===== src/rtl/vpr_pkg.sv =====
package vpr_pkg;
  localparam int VEC_W_DEF  = 8;
  localparam int WORD_W_DEF = 32;
  localparam int BUS_W_DEF  = 32;
  localparam int CLS_W      = 4;

  typedef logic [VEC_W_DEF-1:0] vec_t;

  typedef struct packed {
    logic valid;
    vec_t vec;
    logic level;
  } eoi_evt_t;
endpackage


===== src/rtl/vpr_find_top.sv =====
module vpr_find_top #(
  parameter int WIDTH  = 256,
  parameter int WORD_W = 32,
  localparam int NW    = WIDTH / WORD_W,
  localparam int BIT_W = $clog2(WORD_W),
  localparam int SEL_W = $clog2(NW),
  localparam int IDX_W = SEL_W + BIT_W
) (
  input  logic [WIDTH-1:0] bits,
  output logic             found,
  output logic [IDX_W-1:0] idx
);
  logic [NW-1:0]       w_any;
  logic [NW*BIT_W-1:0] w_idx;

  // one leading-one finder per word
  for (genvar g = 0; g < NW; g++) begin : g_word
    logic [BIT_W-1:0] b_idx;
    always_comb begin
      b_idx = '0;
      for (int i = 0; i < WORD_W; i++)
        if (bits[g*WORD_W + i]) b_idx = BIT_W'(i);
    end
    assign w_any[g] = |bits[g*WORD_W +: WORD_W];
    assign w_idx[g*BIT_W +: BIT_W] = b_idx;
  end

  // pick the highest non-empty word
  logic [SEL_W-1:0] sel;
  always_comb begin
    sel = '0;
    for (int w = 0; w < NW; w++)
      if (w_any[w]) sel = SEL_W'(w);
  end

  assign found = |w_any;
  assign idx   = {sel, w_idx[sel*BIT_W +: BIT_W]};
endmodule


===== src/rtl/vpr_ppr.sv =====
module vpr_ppr #(
  parameter int VEC_W = 8,
  parameter int CLS_W = 4,
  localparam int LSB  = VEC_W - CLS_W
) (
  input  logic [VEC_W-1:0] tpr,
  input  logic             svc_found,
  input  logic [VEC_W-1:0] svc_top,
  output logic [VEC_W-1:0] ppr
);
  logic [VEC_W-1:0] svc_eff;
  assign svc_eff = svc_found ? svc_top : '0;

  always_comb begin
    if (tpr[VEC_W-1:LSB] >= svc_eff[VEC_W-1:LSB]) ppr = tpr;
    else ppr = {svc_eff[VEC_W-1:LSB], {LSB{1'b0}}};
  end
endmodule


===== src/rtl/vpr_vec_state.sv =====
module vpr_vec_state #(
  parameter int VEC_W = 8,
  localparam int NVEC = 1 << VEC_W
) (
  input  logic             clk,
  input  logic             rst,
  input  logic             acc_valid,
  input  logic [VEC_W-1:0] acc_vec,
  input  logic             acc_level,
  input  logic             ack_fire,
  input  logic [VEC_W-1:0] ack_vec,
  input  logic             eoi_fire,
  input  logic [VEC_W-1:0] eoi_vec,
  output logic [NVEC-1:0]  pend,
  output logic [NVEC-1:0]  svc,
  output logic [NVEC-1:0]  lvl
);
  logic [NVEC-1:0] acc_bit, ack_mask, eoi_mask;
  logic            acc_take;
  logic [NVEC-1:0] pend_n, svc_n, lvl_n;

  assign acc_bit  = NVEC'(1) << acc_vec;
  assign ack_mask = ack_fire ? (NVEC'(1) << ack_vec) : '0;
  assign eoi_mask = eoi_fire ? (NVEC'(1) << eoi_vec) : '0;
  // duplicate test looks at the pending set before this edge
  assign acc_take = acc_valid && !pend[acc_vec];

  always_comb begin
    pend_n = (pend & ~ack_mask) | (acc_take ? acc_bit : '0);
    svc_n  = (svc & ~eoi_mask) | ack_mask;
    lvl_n  = lvl & ~eoi_mask;
    if (acc_take) lvl_n[acc_vec] = acc_level;
  end

  always_ff @(posedge clk) begin
    if (rst) begin
      pend <= '0;
      svc  <= '0;
      lvl  <= '0;
    end else begin
      pend <= pend_n;
      svc  <= svc_n;
      lvl  <= lvl_n;
    end
  end
endmodule


===== src/rtl/vec_prio_resolver.sv =====
module vec_prio_resolver
  import vpr_pkg::*;
#(
  parameter int VEC_W  = VEC_W_DEF,
  parameter int WORD_W = WORD_W_DEF,
  parameter int BUS_W  = BUS_W_DEF,
  localparam int NVEC  = 1 << VEC_W,
  localparam int LSB   = VEC_W - CLS_W
) (
  input  logic             clk,
  input  logic             rst,
  input  logic             glb_en,
  input  logic             acc_valid,
  input  logic [VEC_W-1:0] acc_vec,
  input  logic             acc_level,
  input  logic             ack,
  input  logic             eoi_wr,
  input  logic             tpr_wr,
  input  logic [BUS_W-1:0] tpr_data,
  output logic             dlv_valid,
  output logic [VEC_W-1:0] dlv_vec,
  output logic [VEC_W-1:0] ppr_out,
  output logic             eoi_valid,
  output logic [VEC_W-1:0] eoi_vec,
  output logic             eoi_level
);
  logic [NVEC-1:0]  pend, svc, lvl;
  logic             pend_found, svc_found;
  logic [VEC_W-1:0] pend_top, svc_top, ppr_c, tpr_q;
  logic             offer, ack_fire, eoi_fire, strobe;
  logic             unused_tpr_hi;

  assign unused_tpr_hi = ^tpr_data[BUS_W-1:VEC_W];

  vpr_find_top #(.WIDTH(NVEC), .WORD_W(WORD_W)) u_find_pend (
    .bits(pend), .found(pend_found), .idx(pend_top));

  vpr_find_top #(.WIDTH(NVEC), .WORD_W(WORD_W)) u_find_svc (
    .bits(svc), .found(svc_found), .idx(svc_top));

  vpr_ppr #(.VEC_W(VEC_W), .CLS_W(CLS_W)) u_ppr (
    .tpr(tpr_q), .svc_found(svc_found), .svc_top(svc_top), .ppr(ppr_c));

  assign offer    = glb_en && pend_found &&
                    ({pend_top[VEC_W-1:LSB], {LSB{1'b0}}} > ppr_c);
  assign ack_fire = ack && dlv_valid && glb_en;
  assign eoi_fire = eoi_wr && svc_found;
  assign strobe   = acc_valid || ack || eoi_wr || tpr_wr;

  vpr_vec_state #(.VEC_W(VEC_W)) u_state (
    .clk(clk), .rst(rst),
    .acc_valid(acc_valid), .acc_vec(acc_vec), .acc_level(acc_level),
    .ack_fire(ack_fire), .ack_vec(dlv_vec),
    .eoi_fire(eoi_fire), .eoi_vec(svc_top),
    .pend(pend), .svc(svc), .lvl(lvl));

  always_ff @(posedge clk) begin
    if (rst) begin
      tpr_q     <= '0;
      dlv_valid <= 1'b0;
      dlv_vec   <= '0;
      ppr_out   <= '0;
      eoi_valid <= 1'b0;
      eoi_vec   <= '0;
      eoi_level <= 1'b0;
    end else begin
      if (tpr_wr) tpr_q <= tpr_data[VEC_W-1:0];
      dlv_valid <= offer && !strobe;
      dlv_vec   <= pend_top;
      ppr_out   <= ppr_c;
      eoi_valid <= eoi_fire;
      eoi_vec   <= svc_top;
      eoi_level <= eoi_fire && lvl[svc_top];
    end
  end
endmodule


===== config.mk =====
export PLATFORM = sky130hd
export DESIGN_NAME = vec_prio_resolver
export DESIGN_NICKNAME = d
export VERILOG_FILES = /design/src/rtl/vpr_pkg.sv /design/src/rtl/vpr_find_top.sv /design/src/rtl/vpr_ppr.sv /design/src/rtl/vpr_vec_state.sv /design/src/rtl/vec_prio_resolver.sv
export SDC_FILE = /design/constraint.sdc
export NUM_CORES = 2
export LEC_CHECK = 0
export BUFFER_PORTS_ARGS = -buffer_cell sky130_fd_sc_hd__buf_2
export CAP_MARGIN = 40
export CORE_UTILIZATION = 39
export DETAILED_ROUTE_END_ITERATION = 10
export HOLD_SLACK_MARGIN = 0.03
export PLACE_DENSITY_LB_ADDON = 0.1
export SLEW_MARGIN = 30
export SYNTH_ARGS = -nofsm -noshare
export SYNTH_HDL_FRONTEND = slang
export SYNTH_HIERARCHICAL = 1
export SYNTH_SLANG_ARGS = --single-unit

===== constraint.sdc =====
create_clock -name clk -period 10.85 [get_ports clk]
set_input_delay 2.17 -clock clk [delete_from_list [all_inputs] [get_ports clk]]
set_output_delay 2.17 -clock clk [all_outputs]
set_load 0.01 [all_outputs]

# ---- After elaboration in Yosys (flattened, before gate mapping)
# Index checks and enable logic that the tools add are counted.
dict set report totals {
  out_inout_bits 27
  regBits 803
}
dict set report op_classes {
  mul 2
  muxes 523
  n_lt_le_gt_ge 5
  n_reduce_logical 30
  n_shift 5
  n_bitwise 7
}
# op n
set op_table {}
lappend op_table {{5-bit two-way mux} 256}
lappend op_table {{256-bit two-way mux} 4}
lappend op_table {{256-bit bitwise AND} 3}
lappend op_table {{1-bit by 8-bit << shifter with 256-bit output (first input constant)} 3}
lappend op_table {{4-bit two-way mux} 128}
lappend op_table {{256-bit NOT} 2}
lappend op_table {{256-bit OR} 2}
lappend op_table {{256-bit OR reduction} 2}
lappend op_table {{32-bit OR reduction} 14}
lappend op_table {{256-bit bitwise mux} 1}
lappend op_table {{3-bit two-way mux} 72}
lappend op_table {{40-bit by 7-bit indexed part select with 5-bit output} 2}
lappend op_table {{2-bit two-way mux} 36}
lappend op_table {{1-bit two-way mux} 21}
lappend op_table {{8-bit by 9-bit less-than comparator with 1-bit output (second input constant)} 2}
lappend op_table {{1-bit binary-select mux with 8-bit select} 2}
lappend op_table {{8-bit two-way mux} 2}
lappend op_table {{3-bit by 3-bit multiplier with 6-bit output (second input constant)} 2}
lappend op_table {{1-bit logical AND} 9}
lappend op_table {{1-bit demux with 8-bit select} 1}
lappend op_table {{8-bit by 1-bit greater-or-equal comparator with 1-bit output (second input constant)} 1}
lappend op_table {{8-bit greater-than comparator} 1}
lappend op_table {{4-bit greater-or-equal comparator} 1}
lappend op_table {{1-bit logical OR} 3}
lappend op_table {{1-bit logical NOT} 2}

# ---- Depth between registers and ports, before layout
dict set report depth {
  depth_word 38
  depth_mapped 22
}

# ---- By module
# Netlist, hierarchy kept.
# mod area_each_um2 cells_each n_inst
set modules_own_cells {}
lappend modules_own_cells {vpr_vec_state 31008.5 3673 1}
lappend modules_own_cells {vpr_find_top 3062.9 527 2}
lappend modules_own_cells {vec_prio_resolver 3388.2 285 1}
lappend modules_own_cells {vpr_ppr 211.5 25 1}

# ---- Worst setup path after synthesis
# No wires, ideal clock.
dict set report synth_path {
  path_type {reg-to-reg}
  startpoint {reg u_state.svc[211]}
  endpoint {reg dlv_valid}
  slack_ns 6.060
  path_stages_with_launch 22
  path_buffers 1
  required_time_ns 10.724
  setup_ns 0.126
  arrival_time_ns 4.664
  cell_sequence {dfxtp_1 > or4_4 > nand4b_4 > or4_4 > nor3_4 > inv_2 > buf_6 > nor2_4 > a221oi_1 > o2111ai_1 > and2_1 > ha_1 > nand2b_4 > a2111oi_4 > a21oi_2 > mux2i_1 > inv_1 > ha_1 > a21o_1 > a21o_1 > a21oi_1 > nor3_1}
}
dict set report synth_via {
  elab_cells_between_ends 25
}
# element line_no
set synth_rtl {}
lappend synth_rtl {{from (decl)} vpr_vec_state.sv:15} ;# output logic [NVEC-1:0] svc,
lappend synth_rtl {{from (signal assigned)} vpr_vec_state.sv:42} ;# svc <= svc_n;
lappend synth_rtl {{32-bit OR reduction} vpr_find_top.sv:24} ;# assign w_any[g] = |bits[g*WORD_W +: WORD_W];
lappend synth_rtl {{3-bit two-way mux (2 in series)} vpr_find_top.sv:33} ;# if (w_any[w]) sel = SEL_W'(w);
lappend synth_rtl {{named net svc_top[7]} vec_prio_resolver.sv:29} ;# logic [VEC_W-1:0] pend_top, svc_top, ppr_c, tpr_q;
lappend synth_rtl {{3-bit by 3-bit multiplier with 6-bit output} vpr_find_top.sv:37} ;# assign idx = {sel, w_idx[sel*BIT_W +: BIT_W]};
lappend synth_rtl {{40-bit by 7-bit indexed part select with 5-bit output} vpr_find_top.sv:37}
lappend synth_rtl {{named net svc_top[4]} vec_prio_resolver.sv:29}
lappend synth_rtl {{8-bit two-way mux} vpr_ppr.sv:12} ;# assign svc_eff = svc_found ? svc_top : '0;
lappend synth_rtl {{4-bit greater-or-equal comparator} vpr_ppr.sv:15} ;# if (tpr[VEC_W-1:LSB] >= svc_eff[VEC_W-1:LSB]) ppr = tpr;
lappend synth_rtl {{8-bit two-way mux} vpr_ppr.sv:15}
lappend synth_rtl {{named net ppr_c[5]} vec_prio_resolver.sv:29}
lappend synth_rtl {{8-bit greater-than comparator} vec_prio_resolver.sv:45} ;# ({pend_top[VEC_W-1:LSB], {LSB{1'b0}}} > ppr_c);
lappend synth_rtl {{1-bit logical AND} vec_prio_resolver.sv:44} ;# assign offer = glb_en && pend_found &&
lappend synth_rtl {{1-bit logical AND} vec_prio_resolver.sv:68} ;# dlv_valid <= offer && !strobe;
lappend synth_rtl {{to (signal assigned)} vec_prio_resolver.sv:68}
lappend synth_rtl {{to (decl)} vec_prio_resolver.sv:20} ;# output logic dlv_valid,
# The timed path passes the listed nets, and every way through them passes these cells.
# A chain may end at the register's enable or synchronous reset.

# ---- Worst setup path after layout
dict set report layout_path {
  startpoint {reg u_state.svc[237]}
  endpoint {reg eoi_level}
}
dict set report layout_via {
  elab_cells_between_ends 28
}
# element line_no
set layout_rtl {}
lappend layout_rtl {{32-bit OR reduction} vpr_find_top.sv:24}
lappend layout_rtl {{3-bit two-way mux} vpr_find_top.sv:33}
lappend layout_rtl {{named net svc_top[7]} vec_prio_resolver.sv:29}
lappend layout_rtl {{3-bit by 3-bit multiplier with 6-bit output} vpr_find_top.sv:37}
lappend layout_rtl {{40-bit by 7-bit indexed part select with 5-bit output} vpr_find_top.sv:37}
lappend layout_rtl {{named net svc_top[0]} vec_prio_resolver.sv:29}
lappend layout_rtl {{1-bit binary-select mux with 8-bit select} vec_prio_resolver.sv:73} ;# eoi_level <= eoi_fire && lvl[svc_top];
lappend layout_rtl {{1-bit two-way mux (implied by the code)} vec_prio_resolver.sv:73}
lappend layout_rtl {{1-bit logical AND} vec_prio_resolver.sv:73}
lappend layout_rtl {{to (signal assigned)} vec_prio_resolver.sv:73}
lappend layout_rtl {{to (decl)} vec_prio_resolver.sv:25} ;# output logic eoi_level
# The timed path passes the listed nets, and every way through them passes these cells. The select of a mux whose other input is x is not followed.

==> Implementation_results.wiki <==
{| class="wikitable"
! Metric !! Value
|-
| Result of the run || completed
|-
| Share of cells above drive strength 1 || 10.7%
|-
| Crit path DAT || 7680 ps
|-
| Clock tree root driver cell || clkbuf_16
|-
| Worst hold slack || about 470 ps
|-
| Fraction of met2 tracks used by global routing || 46.4%
|-
| Die Ht || 325 um
|-
| 1st-pass router iterations || 8
|-
| Final critical-path setup slack || between 3000 and 4000 ps
|-
| GR met1 Demand/Resource || between 40% and 50%
|-
| Die footprint || between 0.1 and 0.15 mm2
|-
| DRC violations left || 0
|-
| HPWL reported at the end of detailed placement || 123,000 um
|-
| Met3 Use GR || between 6 and 7%
|-
| Global placer's final weighted congestion || 0.989
|-
| Type of element launching the critical path || flop
|-
| # resized after CTS || 0
|-
| Power per standard cell area || between 100 and 150 mW/mm2
|-
| Total buffers and inverters traversed by the critical path || 3
|-
| Clock latency reported for the late side of the worst-skew pair || 680 ps
|-
| Count of final max-slew check failures || 0
|-
| Min Tclk post-route || slightly above 7000 ps
|-
| Synth async-reset ratio || 0%
|-
| Biggest fanout along the worst timing path || 33
|-
| Final Power || approximately 6.6 mW
|-
| GRT Total Usage || between 30% and 40%
|-
| # fillers || between 10,000 and 15,000
|-
| Number of failing setup endpoints in the final timing report || 0
|-
| Mapped Avg Cell Area || roughly 8.1 um2
|-
| Post-CTS Hold Buffers || 0
|-
| Number of port buffers || 50
|-
| Pin slew with the least headroom to its limit || just under 1000 ps
|-
| Register clock-pin slew on the reported worst setup and hold paths || 60 ps
|-
| Non-Filler Cell Area, Final || ~0.046 mm2
|-
| Fin Clk Skew || 28.0 ps
|-
| Routed len/inst || approximately 28 um
|-
| Number of core rows || ~120
|-
| Antenna violation net count after detailed routing || 0
|-
| Synth unique cells || a little under 90
|-
| Starting density of the core || around two fifths
|-
| Final count of hold timing violations || 0
|-
| Iteration-0 DRC count of the detailed router || roughly 5,500
|-
| Number of enable flip-flop cells after synthesis || 0
|-
| Post-CTS setup-driven buffer insertion count || 0
|-
| Commonest cells after routing, fill and taps aside || nand2_1 (823), dfxtp_1 (803), a21oi_1 (768)
|-
| Antenna violations before repair || 2
|-
| Peak supply drop || 0.111 mV
|-
| Leakage power total || between 15 and 20 nW
|-
| Std-Cell Core Area || 0.103 mm2
|-
| Busiest layer in global routing || met2
|-
| Vias/cell || between 6 and 7
|-
| Cell type group with the largest total delay on the critical path || simple AND/OR/NAND/NOR gates
|-
| Share of the cycle needed by the critical path after routing || 66.1%
|-
| FMAX || around 140 MHz
|-
| Vias in the first global route || 37,188
|-
| Count of clock tree sinks || around 800
|-
| Sequential element share of the synthesized area || 39.5%
|-
| Required time at the endpoint of the critical path || 11,360 ps
|-
| Synthesized area || slightly above 0.04 mm2
|-
| Routed Wire Length || between 150,000 and 200,000 um
|-
| Setup_tns || 0 ps
|-
| FF/Latch Area || approximately 0.016 mm2
|-
| Largest stage delay, worst path || between 700 and 800 ps
|-
| IO Count || 75
|-
| Chip Width || ~330 um
|-
| Count of max-cap constraint violations || 0
|-
| Synthesized net count || 5,093
|-
| Area growth from synthesis to layout || 12.0%
|-
| Main flop type after synthesis || dfxtp_1
|-
| Instance area at placement || about 0.042 mm2
|-
| Unrepaired setup endpoints after global routing || false
|-
| Relative slew slack || between 30% and 40%
|-
| Category of the critical setup timing path || flop to flop
|-
| Post-place setup slack || roughly 3800 ps
|-
| Total clock buffers created by CTS || just over 90
|-
| Yosys warnings || 6
|-
| Buffer depth of the longest clock path || 3
|-
| Vias after detailed routing || about 41,000
|-
| Yosys reg bits || about 800
|-
| Maximum number of pins on one net before global-route repair || ~190
|-
| First-pass GRT wire length || ~260,000 um
|-
| Area of combinational cells with multiple inputs || ~0.023 mm2
|-
| Number of nets at the end of the flow || about 5,000
|-
| Crit-path slowest cell || or4_1
|-
| Sequence of cells on the critical path || or4_1, nand2b_1, or4_1, nor3_4, inv_2, nor2_2, o21ai_0, nand4b_1, a211o_4, buf_4, buf_4, mux4_2, mux2_2, nand3_1, a31oi_1, o22ai_1, nand4_1
|-
| Crit end category || flop
|-
| Clock tree from TritonCTS || done
|-
| H-tree depth || 3
|-
| Most common cell after layout, fill and taps aside || nand2_1
|-
| Remaining Overflow, GRT || 0
|-
| Cells after Synth || 5,037
|-
| Path class of the lowest-slack min-delay path || flop to flop
|}
-- through the flow --
stage               cells  utilization, %
floorplan            5037               -
global placement     6201            40.6
detailed placement   6232            41.0
CTS                  6395            43.9
global route         6412            44.1
finish               6413            44.1
-- sequential cells by signal, indices dropped and copies added, names as in the netlist --
signal and cells:
dlv_vec 8, ppr_out 8, tpr_q 8, dlv_valid 1, u_state/pend 256, eoi_valid 1
eoi_vec 8, u_state/lvl 256, eoi_level 1, u_state/svc 256
-- worst paths after layout --
| path | from | endpoint | slack [ps] | cells after the start |
|---|---|---|---|---|
| max reg2reg | u_state/svc[237] | eoi_level | 3680 | 17 |
| max | u_state/svc[237] | eoi_level | 3680 | 17 |
| min reg2reg | u_state/pend[0] | u_state/pend[0] | 470 | 2 |
| min | u_state/pend[0] | u_state/pend[0] | 470 | 2 |
-- metal layers --
layer	share of wire, %	up-vias
li1	-	18427
met1	43	19946
met2	41	2228
met5	0.0072	-
met4	5.7	2
met3	10	402
-- synthesized netlist by cell type, types with 44 or more instances --
cell type / number / area share, %
a21oi_1: 769 / 9.4
buf_2: 47 / 0.58
clkbuf_1: 277 / 2.6
dfxtp_1: 803 / 39
inv_1: 103 / 0.95
mux2i_1: 136 / 3.3
mux4_2: 115 / 6.4
nand2_1: 826 / 7.6
nand2b_1: 45 / 0.69
nand3_1: 191 / 2.3
nor2_1: 354 / 3.3
nor2b_1: 44 / 0.68
nor3_1: 74 / 0.91
nor4_1: 125 / 1.9
o2111ai_1: 50 / 1.1
o211ai_1: 252 / 4.6
o21ai_0: 341 / 4.2
-- cell type report --
class | count | area share [%]
Multi-Input combinational cell | 3775 | 50.2
Inverter | 106 | 0.877
Clock inverter | 24 | 0.441
Clock buffer | 139 | 6.23
Timing Repair Buffer | 185 | 3.22
Tap cell | 1380 | 3.78
Antenna cell | 1 | 0.00548
Sequential cell | 803 | 35.2
-- power by group --
group          switching [mW]  internal [mW]
logic                   0.369          0.104
clock network            1.32           1.86
registers              0.0172           2.96
-- logic make-up (layout without fill, tap and decap cells) --
group | after synthesis | in the layout | synth area share [%]
AND/OR/NAND/NOR | 1835 | 1835 | 21.0
AO/OA/AOI/OAI | 1672 | 1672 | 24.4
flip-flops | 803 | 803 | 39.5
buffers and inverters | 459 | 454 | 4.73
multiplexers | 260 | 260 | 10.1
adder cells (fa/ha/maj) | 8 | 8 | 0.246
other | 0 | 1 | 0
-- worst min-delay path, cell delays in order (launching register included) --
cell and delay, ps:
dfxtp_1 320, nand2_1 50, a21oi_1 50
Note: power is estimated with default switching activity, not from simulation.
